--- config.mk ---
export PLATFORM = sky130hd
export DESIGN_NAME = gauss5_seq
export DESIGN_NICKNAME = d
export VERILOG_FILES = /design/src/rtl/gauss5_pkg.sv /design/src/rtl/gauss5_rom.sv /design/src/rtl/gauss5_mac.sv /design/src/rtl/gauss5_ctrl.sv /design/src/rtl/gauss5_seq.sv
export SDC_FILE = /design/constraint.sdc
export NUM_CORES = 1
export LEC_CHECK = 0
export ABC_AREA = 0
export CELL_PAD_IN_SITES_DETAIL_PLACEMENT = 0
export CELL_PAD_IN_SITES_GLOBAL_PLACEMENT = 2
export CORE_MARGIN = 4
export CORE_UTILIZATION = 35
export DETAILED_ROUTE_END_ITERATION = 10
export GPL_TIMING_DRIVEN = 0
export MAX_ROUTING_LAYER = met4
export PLACE_DENSITY = 0.76
export SYNTH_ARGS = -nofsm -noshare
export SYNTH_HDL_FRONTEND = slang
export SYNTH_SLANG_ARGS = --single-unit
--- constraint.sdc ---
create_clock -name clk -period 6 [get_ports clk]
set_input_delay 0.9 -clock clk [delete_from_list [all_inputs] [get_ports clk]]
set_output_delay 0.9 -clock clk [all_outputs]
set_load 0.05 [all_outputs]
--- src/rtl/gauss5_pkg.sv ---
package gauss5_pkg;

    localparam int DW   = 8;
    localparam int AW   = 8;
    localparam int TAPS = 5;
    localparam int TW   = $clog2(TAPS);

    typedef enum logic [2:0] {
        ST_IDLE, ST_LOAD, ST_TAP0, ST_TAP1, ST_TAP2, ST_TAP3, ST_TAP4, ST_HOLD
    } seq_state_t;

    // Symmetric kernel, scaled by 128 and rounded.
    function automatic logic signed [DW-1:0] kernel_coef(input logic [TW-1:0] k);
        case (k)
            3'd0, 3'd4: kernel_coef = 8'sd17;
            3'd1, 3'd3: kernel_coef = 8'sd29;
            3'd2:       kernel_coef = 8'sd35;
            default:    kernel_coef = '0;
        endcase
    endfunction

    // Address offset of tap k relative to the centre: k - 2.
    function automatic logic [AW-1:0] tap_offset(input logic [TW-1:0] k);
        tap_offset = AW'(k) - AW'(TAPS / 2);
    endfunction

    // Computed waveform contents.
    function automatic logic [DW-1:0] wave_word(input logic [AW-1:0] a);
        logic [DW-1:0] p;
        p = DW'(a) * DW'(37);
        wave_word = p ^ DW'(8'h5A);
    endfunction

endpackage

--- src/rtl/gauss5_rom.sv ---
module gauss5_rom
    import gauss5_pkg::*;
#(
    parameter int A_W = AW,
    parameter int D_W = DW
) (
    input  logic           clk,
    input  logic [A_W-1:0] addr,
    output logic [D_W-1:0] data
);

    // Synchronous read, one cycle of latency.
    always_ff @(posedge clk) begin
        data <= D_W'(wave_word(AW'(addr)));
    end

endmodule

--- src/rtl/gauss5_mac.sv ---
module gauss5_mac #(
    parameter int D_W = 8
) (
    input  logic                  clk,
    input  logic                  rst_n,
    input  logic                  clr,
    input  logic                  en,
    input  logic signed [D_W-1:0] sample,
    input  logic signed [D_W-1:0] coef,
    output logic        [D_W-1:0] acc
);

    localparam int PW = 2 * D_W;

    logic signed [PW-1:0] prod;

    // The single shared multiplier.
    always_comb begin
        prod = sample * coef;
    end

    always_ff @(posedge clk or negedge rst_n) begin
        if (!rst_n) begin
            acc <= '0;
        end else if (clr) begin
            acc <= '0;
        end else if (en) begin
            // Keep the high half of the product and wrap the sum.
            acc <= acc + prod[PW-1:D_W];
        end
    end

endmodule

--- src/rtl/gauss5_ctrl.sv ---
module gauss5_ctrl
    import gauss5_pkg::*;
(
    input  logic          clk,
    input  logic          rst_n,
    input  logic          req,
    input  logic [AW-1:0] idx,
    output logic [AW-1:0] rom_addr,
    output logic [TW-1:0] tap_sel,
    output logic          acc_clr,
    output logic          acc_en,
    output logic          done
);

    seq_state_t    state, state_nx;
    logic [AW-1:0] base_q;
    logic [TW-1:0] issue_sel;

    // State register and index capture.
    always_ff @(posedge clk or negedge rst_n) begin
        if (!rst_n) begin
            state  <= ST_IDLE;
            base_q <= '0;
        end else begin
            state <= state_nx;
            if (state == ST_IDLE && req) begin
                base_q <= idx;
            end
        end
    end

    // Next-state logic.
    always_comb begin
        state_nx = state;
        unique case (state)
            ST_IDLE: if (req) state_nx = ST_LOAD;
            ST_LOAD: state_nx = ST_TAP0;
            ST_TAP0: state_nx = ST_TAP1;
            ST_TAP1: state_nx = ST_TAP2;
            ST_TAP2: state_nx = ST_TAP3;
            ST_TAP3: state_nx = ST_TAP4;
            ST_TAP4: state_nx = ST_HOLD;
            ST_HOLD: if (!req) state_nx = ST_IDLE;
        endcase
    end

    // Outputs. The ROM address runs one tap ahead of the multiply.
    always_comb begin
        issue_sel = '0;
        tap_sel   = '0;
        acc_clr   = 1'b0;
        acc_en    = 1'b0;
        done      = 1'b0;
        unique case (state)
            ST_IDLE: ;
            ST_LOAD: begin acc_clr = 1'b1; issue_sel = 3'd0; end
            ST_TAP0: begin acc_en = 1'b1; tap_sel = 3'd0; issue_sel = 3'd1; end
            ST_TAP1: begin acc_en = 1'b1; tap_sel = 3'd1; issue_sel = 3'd2; end
            ST_TAP2: begin acc_en = 1'b1; tap_sel = 3'd2; issue_sel = 3'd3; end
            ST_TAP3: begin acc_en = 1'b1; tap_sel = 3'd3; issue_sel = 3'd4; end
            ST_TAP4: begin acc_en = 1'b1; tap_sel = 3'd4; end
            ST_HOLD: done = 1'b1;
        endcase
        rom_addr = base_q + tap_offset(issue_sel);
    end

endmodule

--- src/rtl/gauss5_seq.sv ---
module gauss5_seq
    import gauss5_pkg::*;
(
    input  logic         clk,
    input  logic         rst_n,
    input  logic         req,
    input  logic [7:0]   idx,
    output logic [7:0]   result,
    output logic         done
);

    logic [AW-1:0] rom_addr;
    logic [DW-1:0] rom_data;
    logic [TW-1:0] tap_sel;
    logic          acc_clr;
    logic          acc_en;

    gauss5_ctrl u_ctrl (
        .clk      (clk),
        .rst_n    (rst_n),
        .req      (req),
        .idx      (idx),
        .rom_addr (rom_addr),
        .tap_sel  (tap_sel),
        .acc_clr  (acc_clr),
        .acc_en   (acc_en),
        .done     (done)
    );

    gauss5_rom #(.A_W(AW), .D_W(DW)) u_rom (
        .clk  (clk),
        .addr (rom_addr),
        .data (rom_data)
    );

    gauss5_mac #(.D_W(DW)) u_mac (
        .clk    (clk),
        .rst_n  (rst_n),
        .clr    (acc_clr),
        .en     (acc_en),
        .sample (rom_data),
        .coef   (kernel_coef(tap_sel)),
        .acc    (result)
    );

endmodule

==> impl_metrics.env, run 1 <==
export IMPL_synth_top_family_by_area="adder cells"
export IMPL_worstPathMaxFanout=6
export IMPL_clockBufferDepth=2
export IMPL_hold_slack_ns=0.533
export IMPL_synthAdderAreaFrac_pct=38.5
export IMPL_fin_crit_sh_pct=101
export IMPL_slew_viol_final=0
export IMPL_drc=0
export IMPL_syn_cell_area_um2=3660
export IMPL_stdcell_count=590
export IMPL_dieArea_um2=12200
export IMPL_synth_compound_area_share_pct=10.7
export IMPL_synth_cells=402
export IMPL_regArea_um2=636
export IMPL_cts_tree="built"
export IMPL_synthTopCellsByArea="fa_1 (20%), ha_1 (19%), dfrtp_1 (13%)"
export IMPL_grt_ovfl_total=0
export IMPL_wirelength_um=8030
export IMPL_n_antenna_cell=0
export IMPL_drt_pass1_iter_count=4
export IMPL_fin_ws_ns=-0.0438
export IMPL_syn_nets=504
export IMPL_ys_types=41
export IMPL_yosysMostFrequentCell="inv_1"
export IMPL_viasPerCell=4.76
export IMPL_synth_edf_count=0
export IMPL_nets=557
export IMPL_tightest_slew_ns=0.926
export IMPL_use_met1_pct=19.4
export IMPL_cts_buffers_inserted=3
export IMPL_root_buffer="clkbuf_8"
export IMPL_cts_sinks=27
export IMPL_hp_class="reg2reg"
export IMPL_grt_max_degree=20
export IMPL_cp_arrival_ns=6.21
export IMPL_wl_per_cell_um=13.6
export IMPL_ys_warn_count=0
export IMPL_rsz0062_at_grt="yes"
export IMPL_synth_simple_gate_area_share_pct=12.1
export IMPL_grt_use_total_pct=14.2
export IMPL_synth_top_area_share_pct=19.7
export IMPL_io_buffers=19
export IMPL_drtAntennaViolNets=0
export IMPL_setup_viol=1
export IMPL_globalRouteMet2Util_pct=23.6
export IMPL_cts_hold_buf=0
export IMPL_clock_skew_ns=0.00306
export IMPL_hp_start="u_ctrl.base_q[2]$_DFFE_PN0P_"
export IMPL_fp_dieH_um=110
export IMPL_r2r_start="u_ctrl.state[2]$_DFFE_PN0P_"
export IMPL_yosysSeqAreaShare_pct=17.4
export IMPL_crit_type="reg2reg"
export IMPL_place_ws_ns=-0.841
export IMPL_vias=2808
export IMPL_max_slew_margin_rel_pct=38.1
export IMPL_violations="negative setup slack"
export IMPL_max_freq_mhz=165
export IMPL_clkTransAtPathRegs_ns=0.10
export IMPL_coreArea_um2=10200
export IMPL_cts_max_level=1
export IMPL_synth_flop_cell="dfrtp_1"
export IMPL_max_cap_violations=0
export IMPL_fillers=1032
export IMPL_synth_seq_cells=27
export IMPL_syn_avg_cell_area_um2=9.10
export IMPL_postSynth_asyncResetShare_pct=70.4
export IMPL_synth_area_leader_cell="fa_1"
export IMPL_crit_path_end_kind="flip-flop"
export IMPL_final_util_pct=45.4
export IMPL_period_minus_slack_ns=6.04
export IMPL_drt_iter0_drc=84
export IMPL_synth_mux_area_share_pct=3.32
export IMPL_worstPathRequired_ns=6.17
export IMPL_drive_gt1_share_pct=22.9
export IMPL_critPathLaunchType="flip-flop"
export IMPL_synthTopCellsByCount="inv_1 (80), ha_1 (55), fa_1 (36)"
export IMPL_hpwl_um=6300
export IMPL_fp_row_count=37
export IMPL_gr_usage_met3_pct=1.05
export IMPL_grt_busiest_layer="met2"
export IMPL_status="finished with violations"
export IMPL_grt_pass1_vias=2854
export IMPL_die_w_um=110
export IMPL_area_growth_syn_to_layout_pct=27.1
export IMPL_initial_core_util_pct=35.8
export IMPL_crit_path_start="u_ctrl.state[2]$_DFFE_PN0P_"
export IMPL_insertion_delay_ns=0.28
export IMPL_timing_final_hold_violations=0
export IMPL_dpl_cell_count=557
export IMPL_multi_input_area_um2=2960
export IMPL_ios=20
export IMPL_gp_congestion=0.793
export IMPL_synthXorXnorAreaFrac_pct=7.90
export IMPL_antenna_found_initial=0
export IMPL_grt_first_pass_wirelength_um=13300
-- logic make-up after synthesis --
| logic type | count (synthesis) |
|---|---|
| buf+inv | 94 |
| flops | 27 |
| simple gates | 84 |
| mux | 11 |
| compound gates | 62 |
| fa+ha+maj | 91 |
| xor+xnor | 33 |
-- cells in the final DEF (no fill, tap or decap), drive strengths merged, types with 9 or more instances in the layout --
master / count
clkbuf: 14
buf: 32
xnor2: 21
a21oi: 22
ha: 55
xor2: 12
clkdlybuf4s50: 19
nor2: 17
and2: 10
dfrtp: 19
inv: 81
nand2: 29
mux2: 9
fa: 36
-- timing repair --
action | CTS | global route
setup endpoints to repair | 7 | 4
gates cloned | 0 | 0
pin swaps | 35 | 36
buffers inserted | 20 | 9
gates resized for setup | 52 | 27
-- stage by stage --
step	TNS (ns)	cell area, µm²
3_5_place_dp	-2.57	4040
5_1_grt	-0.507	4650
4_1_cts	-0.0305	4440
2_1_floorplan	0	3680
6_report	-0.0438	4650
3_3_place_gp	-2.41	4040
-- metal layers --
metal / vias up / part of all wire, %
met2: 22 / 48
li1: 1400 / -
met1: 1382 / 49
met4: 0 / 0.64
met3: 4 / 1.4
met5: - / 0
-- cell type report --
type	instances	area share, %
Multi-Input combinational cell	281	63.6
Sequential cell	27	13.7
Timing Repair Buffer	48	9.10
Inverter	80	6.51
Tap cell	136	3.66
Buffer	14	2.45
Clock buffer	3	0.888
Clock inverter	1	0.135
-- final timing paths --
path	endpoint	slack, ns	cells after the start
setup reg to reg	u_mac.acc[7]$_DFFE_PN0P_	-0.04	25
setup / recovery	u_mac.acc[7]$_DFFE_PN0P_	-0.04	25
hold / removal	u_ctrl.base_q[2]$_DFFE_PN0P_	0.53	1
min in group asynchronous	u_ctrl.base_q[6]$_DFFE_PN0P_	1.09	1
hold reg to reg	u_ctrl.base_q[2]$_DFFE_PN0P_	0.53	1
max in group asynchronous	u_mac.acc[7]$_DFFE_PN0P_	4.39	1
-- flip-flops by register name, summed over array words and instances (netlist names) --
| register | count |
|---|---|
| u_ctrl.base_q | 8 |
| u_ctrl.state | 3 |
| u_mac.acc | 8 |
| u_rom.data | 8 |
-- worst max-delay path, cell delays in order (launching register included) --
cell      delay (ns)
dfrtp_1         0.38
buf_6           0.14
xor2_4          0.19
buf_6           0.12
and3_4          0.19
inv_1           0.06
fa_1            0.54
inv_2           0.04
fa_1            0.45
fa_1            0.49
inv_1           0.05
fa_1            0.49
inv_2           0.05
ha_4            0.26
o211ai_1        0.14
buf_4           0.18
or4b_4          0.54
nand3_2         0.11
xnor2_1         0.12
ha_2            0.23
or3_1           0.39
o22ai_4         0.19
xnor2_2         0.14
mux2_4          0.33
nor2_4          0.08
a211oi_2        0.04
Power of run 1 is left out: the tool's default activity adds up to more than one toggle a clock period on the data nets, which glitch-free logic cannot reach.
==> inputs of run 2 (changes only) <==
--- a/config.mk
+++ b/config.mk
@@ -9,11 +9,10 @@
 export CELL_PAD_IN_SITES_DETAIL_PLACEMENT = 0
 export CELL_PAD_IN_SITES_GLOBAL_PLACEMENT = 2
 export CORE_MARGIN = 4
-export CORE_UTILIZATION = 35
+export CORE_UTILIZATION = 39
 export DETAILED_ROUTE_END_ITERATION = 10
-export GPL_TIMING_DRIVEN = 0
 export MAX_ROUTING_LAYER = met4
-export PLACE_DENSITY = 0.76
+export PLACE_DENSITY = 0.81
 export SYNTH_ARGS = -nofsm -noshare
 export SYNTH_HDL_FRONTEND = slang
 export SYNTH_SLANG_ARGS = --single-unit
==> constraint.sdc (replaced) <==
create_clock -name clk -period 5.8 [get_ports clk]
set_input_delay 0.87 -clock clk [delete_from_list [all_inputs] [get_ports clk]]
set_output_delay 0.87 -clock clk [all_outputs]
set_load 0.05 [all_outputs]
==> impl_metrics.env, run 2 (synthesized netlist as in run 1, its figures left out) <==
export IMPL_grt_max_degree=25
export IMPL_drtAntennaViolNets=0
export IMPL_initial_core_util_pct=39.8
export IMPL_rsz0062_at_grt="yes"
export IMPL_clkTransAtPathRegs_ns=0.10
export IMPL_timing_final_hold_violations=0
export IMPL_grt_ovfl_total=0
export IMPL_crit_path_end_kind="flip-flop"
export IMPL_grt_pass1_vias=2744
export IMPL_hpwl_um=6350
export IMPL_drt_pass1_iter_count=4
export IMPL_nets=572
export IMPL_clock_skew_ns=0.00359
export IMPL_slew_viol_final=0
export IMPL_coreArea_um2=9200
export IMPL_fillers=862
export IMPL_setup_viol=1
export IMPL_fin_crit_sh_pct=102
export IMPL_max_freq_mhz=169
export IMPL_drive_gt1_share_pct=27.3
export IMPL_cts_sinks=27
export IMPL_cp_arrival_ns=6.10
export IMPL_worstPathRequired_ns=5.97
export IMPL_final_common_cell="inv_1"
export IMPL_cts_tree="built"
export IMPL_slowest_stage="fa_1"
export IMPL_dieArea_um2=11000
export IMPL_crit_buf_inv=4
export IMPL_status="finished with violations"
export IMPL_fin_ws_ns=-0.129
export IMPL_clockBufferDepth=2
export IMPL_insertion_delay_ns=0.27
export IMPL_ios=20
export IMPL_io_buffers=19
export IMPL_cts_max_level=1
export IMPL_fp_dieH_um=105
export IMPL_final_cell_mix="inv_1 (72), buf_4 (53), ha_1 (46), fa_1 (35), nand2_1 (25)"
export IMPL_critical_path_max_stage_delay_ns=0.55
export IMPL_fp_row_count=35
export IMPL_grt_use_total_pct=14.8
export IMPL_root_buffer="clkbuf_8"
export IMPL_drc=0
export IMPL_wl_per_cell_um=13.5
export IMPL_regToRegSetupSlack_ns=-0.13
export IMPL_critPathLaunchType="flip-flop"
export IMPL_worstPathMaxFanout=5
export IMPL_tightest_slew_ns=1.00
export IMPL_top_regs="u_ctrl.base_q: 8 flops, u_mac.acc: 8 flops, u_rom.data: 8 flops"
export IMPL_antenna_found_initial=0
export IMPL_cts_buffers_inserted=3
export IMPL_tns_ns=-0.129
export IMPL_gp_congestion=0.810
export IMPL_hp_class="reg2reg"
export IMPL_wirelength_um=7810
export IMPL_crit_type="reg2reg"
export IMPL_max_cap_violations=0
export IMPL_period_minus_slack_ns=5.93
export IMPL_viasPerCell=4.87
export IMPL_grt_first_pass_wirelength_um=13100
export IMPL_drt_iter0_drc=78
export IMPL_area_growth_syn_to_layout_pct=29.0
export IMPL_cp_top_family="adder cells"
export IMPL_cts_hold_buf=0
export IMPL_n_antenna_cell=0
export IMPL_die_w_um=105
export IMPL_violations="negative setup slack"
export IMPL_vias=2826
export IMPL_place_ws_ns=-0.399
export IMPL_path_common_cell="fa_1"
export IMPL_max_slew_margin_rel_pct=33.1
==> run 2: worst reg2reg max path, delay by kind of cell, from the launching register on <==
family,cells,cell delay [ns]
AOI/OAI and AO/OA,10,1.73
muxes,1,0.35
DFF,1,0.46
xor gates and xnor gates,2,0.30
adders and majority gates,6,2.21
and+or+nand+nor,3,0.43
buffers and inverters,4,0.37
==> run 2: repair_timing <==
action / CTS / global route
setup endpoints to repair: 4 / 5
setup buffers: 8 / 7
pin swaps: 20 / 21
resized for setup: 18 / 40
cloned: 0 / 1
==> run 2: routing by layer <==
layer	share of wire [%]	global-route usage [%]
met1	51	21.4
met4	0.46	1.97
met5	0	-
met2	47	23.6
met3	1.4	1.11
==> run 2: path summary, 6_finish.rpt <==
path	start	end	cells after the start
setup / recovery	u_ctrl.state[2]$_DFFE_PN0P_	u_mac.acc[7]$_DFFE_PN0P_	26
hold / removal	u_ctrl.base_q[6]$_DFFE_PN0P_	u_ctrl.base_q[6]$_DFFE_PN0P_	1
setup reg to reg	u_ctrl.state[2]$_DFFE_PN0P_	u_mac.acc[7]$_DFFE_PN0P_	26
hold reg to reg	u_ctrl.base_q[6]$_DFFE_PN0P_	u_ctrl.base_q[6]$_DFFE_PN0P_	1
max in group asynchronous	rst_n	u_ctrl.state[1]$_DFFE_PN0P_	1
min in group asynchronous	rst_n	u_ctrl.base_q[4]$_DFFE_PN0P_	1
==> run 2: final cells by class <==
cell class,instances,area [µm²],area share [%]
Clock buffer,3,41.3,0.875
Clock inverter,1,6.26,0.133
Inverter,80,300,6.36
Multi-Input combinational cell,281,2960,62.6
Sequential cell,27,638,13.5
Tap cell,111,139,2.94
Timing Repair Buffer,77,638,13.5
==> run 2: through the flow <==
step	hold slack [ns]	std cells	instance area (µm²)	utilization, %
after floorplan	0.487	402	3750	-
after global placement	0.504	562	4310	46.9
after detailed placement	0.507	562	4310	46.9
after CTS	0.534	573	4480	48.7
after global routing	0.555	580	4720	51.3
final	0.527	580	4720	51.3
Power of run 2 is left out for the same reason.
==> inputs of run 3 (changes only) <==
--- a/config.mk
+++ b/config.mk
@@ -13,6 +13,7 @@
 export DETAILED_ROUTE_END_ITERATION = 10
 export MAX_ROUTING_LAYER = met4
 export PLACE_DENSITY = 0.81
+export SETUP_SLACK_MARGIN = 0.02
 export SYNTH_ARGS = -nofsm -noshare
 export SYNTH_HDL_FRONTEND = slang
 export SYNTH_SLANG_ARGS = --single-unit
==> impl_metrics.env, run 3 (synthesized netlist as in run 1, its figures left out) <==
export IMPL_status="finished with violations"
export IMPL_violations="negative setup slack"
export IMPL_die_w_um=105
export IMPL_hold_slack_ns=0.528
export IMPL_clockBufferDepth=2
export IMPL_area_growth_syn_to_layout_pct=28.4
export IMPL_root_buffer="clkbuf_8"
export IMPL_rsz0062_at_grt="yes"
export IMPL_fin_crit_sh_pct=103
export IMPL_tightest_slew_ns=1.01
export IMPL_period_minus_slack_ns=5.96
export IMPL_fp_dieH_um=105
export IMPL_critPathLaunchType="flip-flop"
export IMPL_top_regs="u_ctrl.base_q: 8 flops, u_mac.acc: 8 flops, u_rom.data: 8 flops"
export IMPL_max_cap_violations=0
export IMPL_clock_skew_ns=0.00374
export IMPL_cp_arrival_ns=6.13
export IMPL_io_buffers=19
export IMPL_crit_path_end_kind="flip-flop"
export IMPL_cts_sinks=27
export IMPL_initial_core_util_pct=39.8
export IMPL_grt_pass1_vias=2919
export IMPL_coreArea_um2=9200
export IMPL_cts_hold_buf=0
export IMPL_drt_iter0_drc=59
export IMPL_antenna_found_initial=0
export IMPL_hpwl_um=6450
export IMPL_dieArea_um2=11000
export IMPL_drtAntennaViolNets=0
export IMPL_n_antenna_cell=0
export IMPL_crit_path_start="u_ctrl.state[1]$_DFFE_PN0P_"
export IMPL_cts_max_level=1
export IMPL_timing_final_hold_violations=0
export IMPL_cts_tree="built"
export IMPL_grt_max_degree=24
export IMPL_final_common_cell="inv_1"
export IMPL_worstPathMaxFanout=7
export IMPL_max_freq_mhz=168
export IMPL_max_slew_margin_rel_pct=32.4
export IMPL_ios=20
export IMPL_slew_viol_final=0
export IMPL_wl_per_cell_um=13.7
export IMPL_fp_row_count=35
export IMPL_cts_buffers_inserted=3
export IMPL_vias=2854
export IMPL_insertion_delay_ns=0.28
export IMPL_fin_ws_ns=-0.164
export IMPL_nets=572
export IMPL_r2r_start="u_ctrl.state[1]$_DFFE_PN0P_"
export IMPL_setup_viol=2
export IMPL_clkTransAtPathRegs_ns=0.10
export IMPL_grt_first_pass_wirelength_um=13700
export IMPL_drc=0
export IMPL_wirelength_um=7970
export IMPL_final_cell_mix="inv_1 (74), buf_4 (54), ha_1 (50), fa_1 (35), nand2_1 (25)"
export IMPL_viasPerCell=4.92
export IMPL_worstPathRequired_ns=5.97
export IMPL_drt_pass1_iter_count=4
export IMPL_drive_gt1_share_pct=26.7
export IMPL_hp_class="reg2reg"
export IMPL_grt_use_total_pct=15.3
export IMPL_grt_ovfl_total=0
export IMPL_crit_type="reg2reg"
export IMPL_gp_congestion=0.861
export IMPL_hp_start="u_ctrl.base_q[2]$_DFFE_PN0P_"
==> run 3: cell counts in the layout (fill, tap and decap cells not counted) <==
No cell type changed its count.
==> run 3: layout make-up <==
cell class,count,area (µm²)
Timing Repair Buffer,77,634
Multi-Input combinational cell,281,2940
Inverter,80,300
Tap cell,111,139
Fill cell,881,4500
Sequential cell,27,638
Clock buffer,3,41.3
Clock inverter,1,6.26
==> run 3: repair_timing <==
item	in CTS	in global routing
endpoints found under the hold margin	0	0
gates resized for setup	12	40
cloned	0	1
setup buffers	2	7
pin swaps	14	31
setup endpoints to repair	4	6
==> run 3: metrics by stage <==
step	area (µm²)	setup TNS (ns)	std cells	worst slack (ns)	utilization, %
floorplan	3750	0	402	0.00484	-
global placement	4340	-0.322	566	-0.172	47.2
detailed placement	4340	-0.587	566	-0.280	47.2
CTS	4450	-0.103	572	-0.103	48.4
global route	4700	-0.860	580	-0.401	51.1
finish	4700	-0.246	580	-0.164	51.1
==> run 3: per-layer routing <==
| layer | up-vias | track usage (%) | routed length (µm) |
|---|---|---|---|
| met4 | 0 | 2.72 | 77 |
| met1 | 1398 | 22.3 | 4080 |
| li1 | 1428 | - | - |
| met3 | 6 | 0.988 | 125 |
| met5 | - | - | 0 |
| met2 | 22 | 23.9 | 3690 |
==> run 3: path summary, 6_finish.rpt <==
| path | cells past startpoint | end | slack (ns) |
|---|---|---|---|
| max in group asynchronous | 1 | u_ctrl.state[2]$_DFFE_PN0P_ | 4.05 |
| min | 1 | u_ctrl.base_q[2]$_DFFE_PN0P_ | 0.53 |
| min in group asynchronous | 1 | u_ctrl.base_q[4]$_DFFE_PN0P_ | 1.11 |
| min reg2reg | 1 | u_ctrl.base_q[2]$_DFFE_PN0P_ | 0.53 |
| max reg2reg | 24 | u_mac.acc[7]$_DFFE_PN0P_ | -0.16 |
| max | 24 | u_mac.acc[7]$_DFFE_PN0P_ | -0.16 |
==> run 3: worst max-delay path: stages, from the launching register on <==
cell	delay, ns
dfrtp_2	0.47
buf_4	0.16
nor3b_4	0.23
buf_6	0.16
nand2_4	0.05
fa_1	0.48
inv_1	0.05
fa_1	0.46
fa_1	0.51
inv_1	0.05
fa_1	0.47
inv_1	0.06
ha_4	0.27
o211ai_1	0.15
buf_4	0.19
or4b_4	0.54
nand3_2	0.13
xnor2_2	0.09
ha_2	0.21
or3_1	0.35
o22ai_2	0.14
xnor2_1	0.17
mux2_4	0.33
nor2_2	0.10
a211oi_1	0.05
Power of run 3 is left out for the same reason.
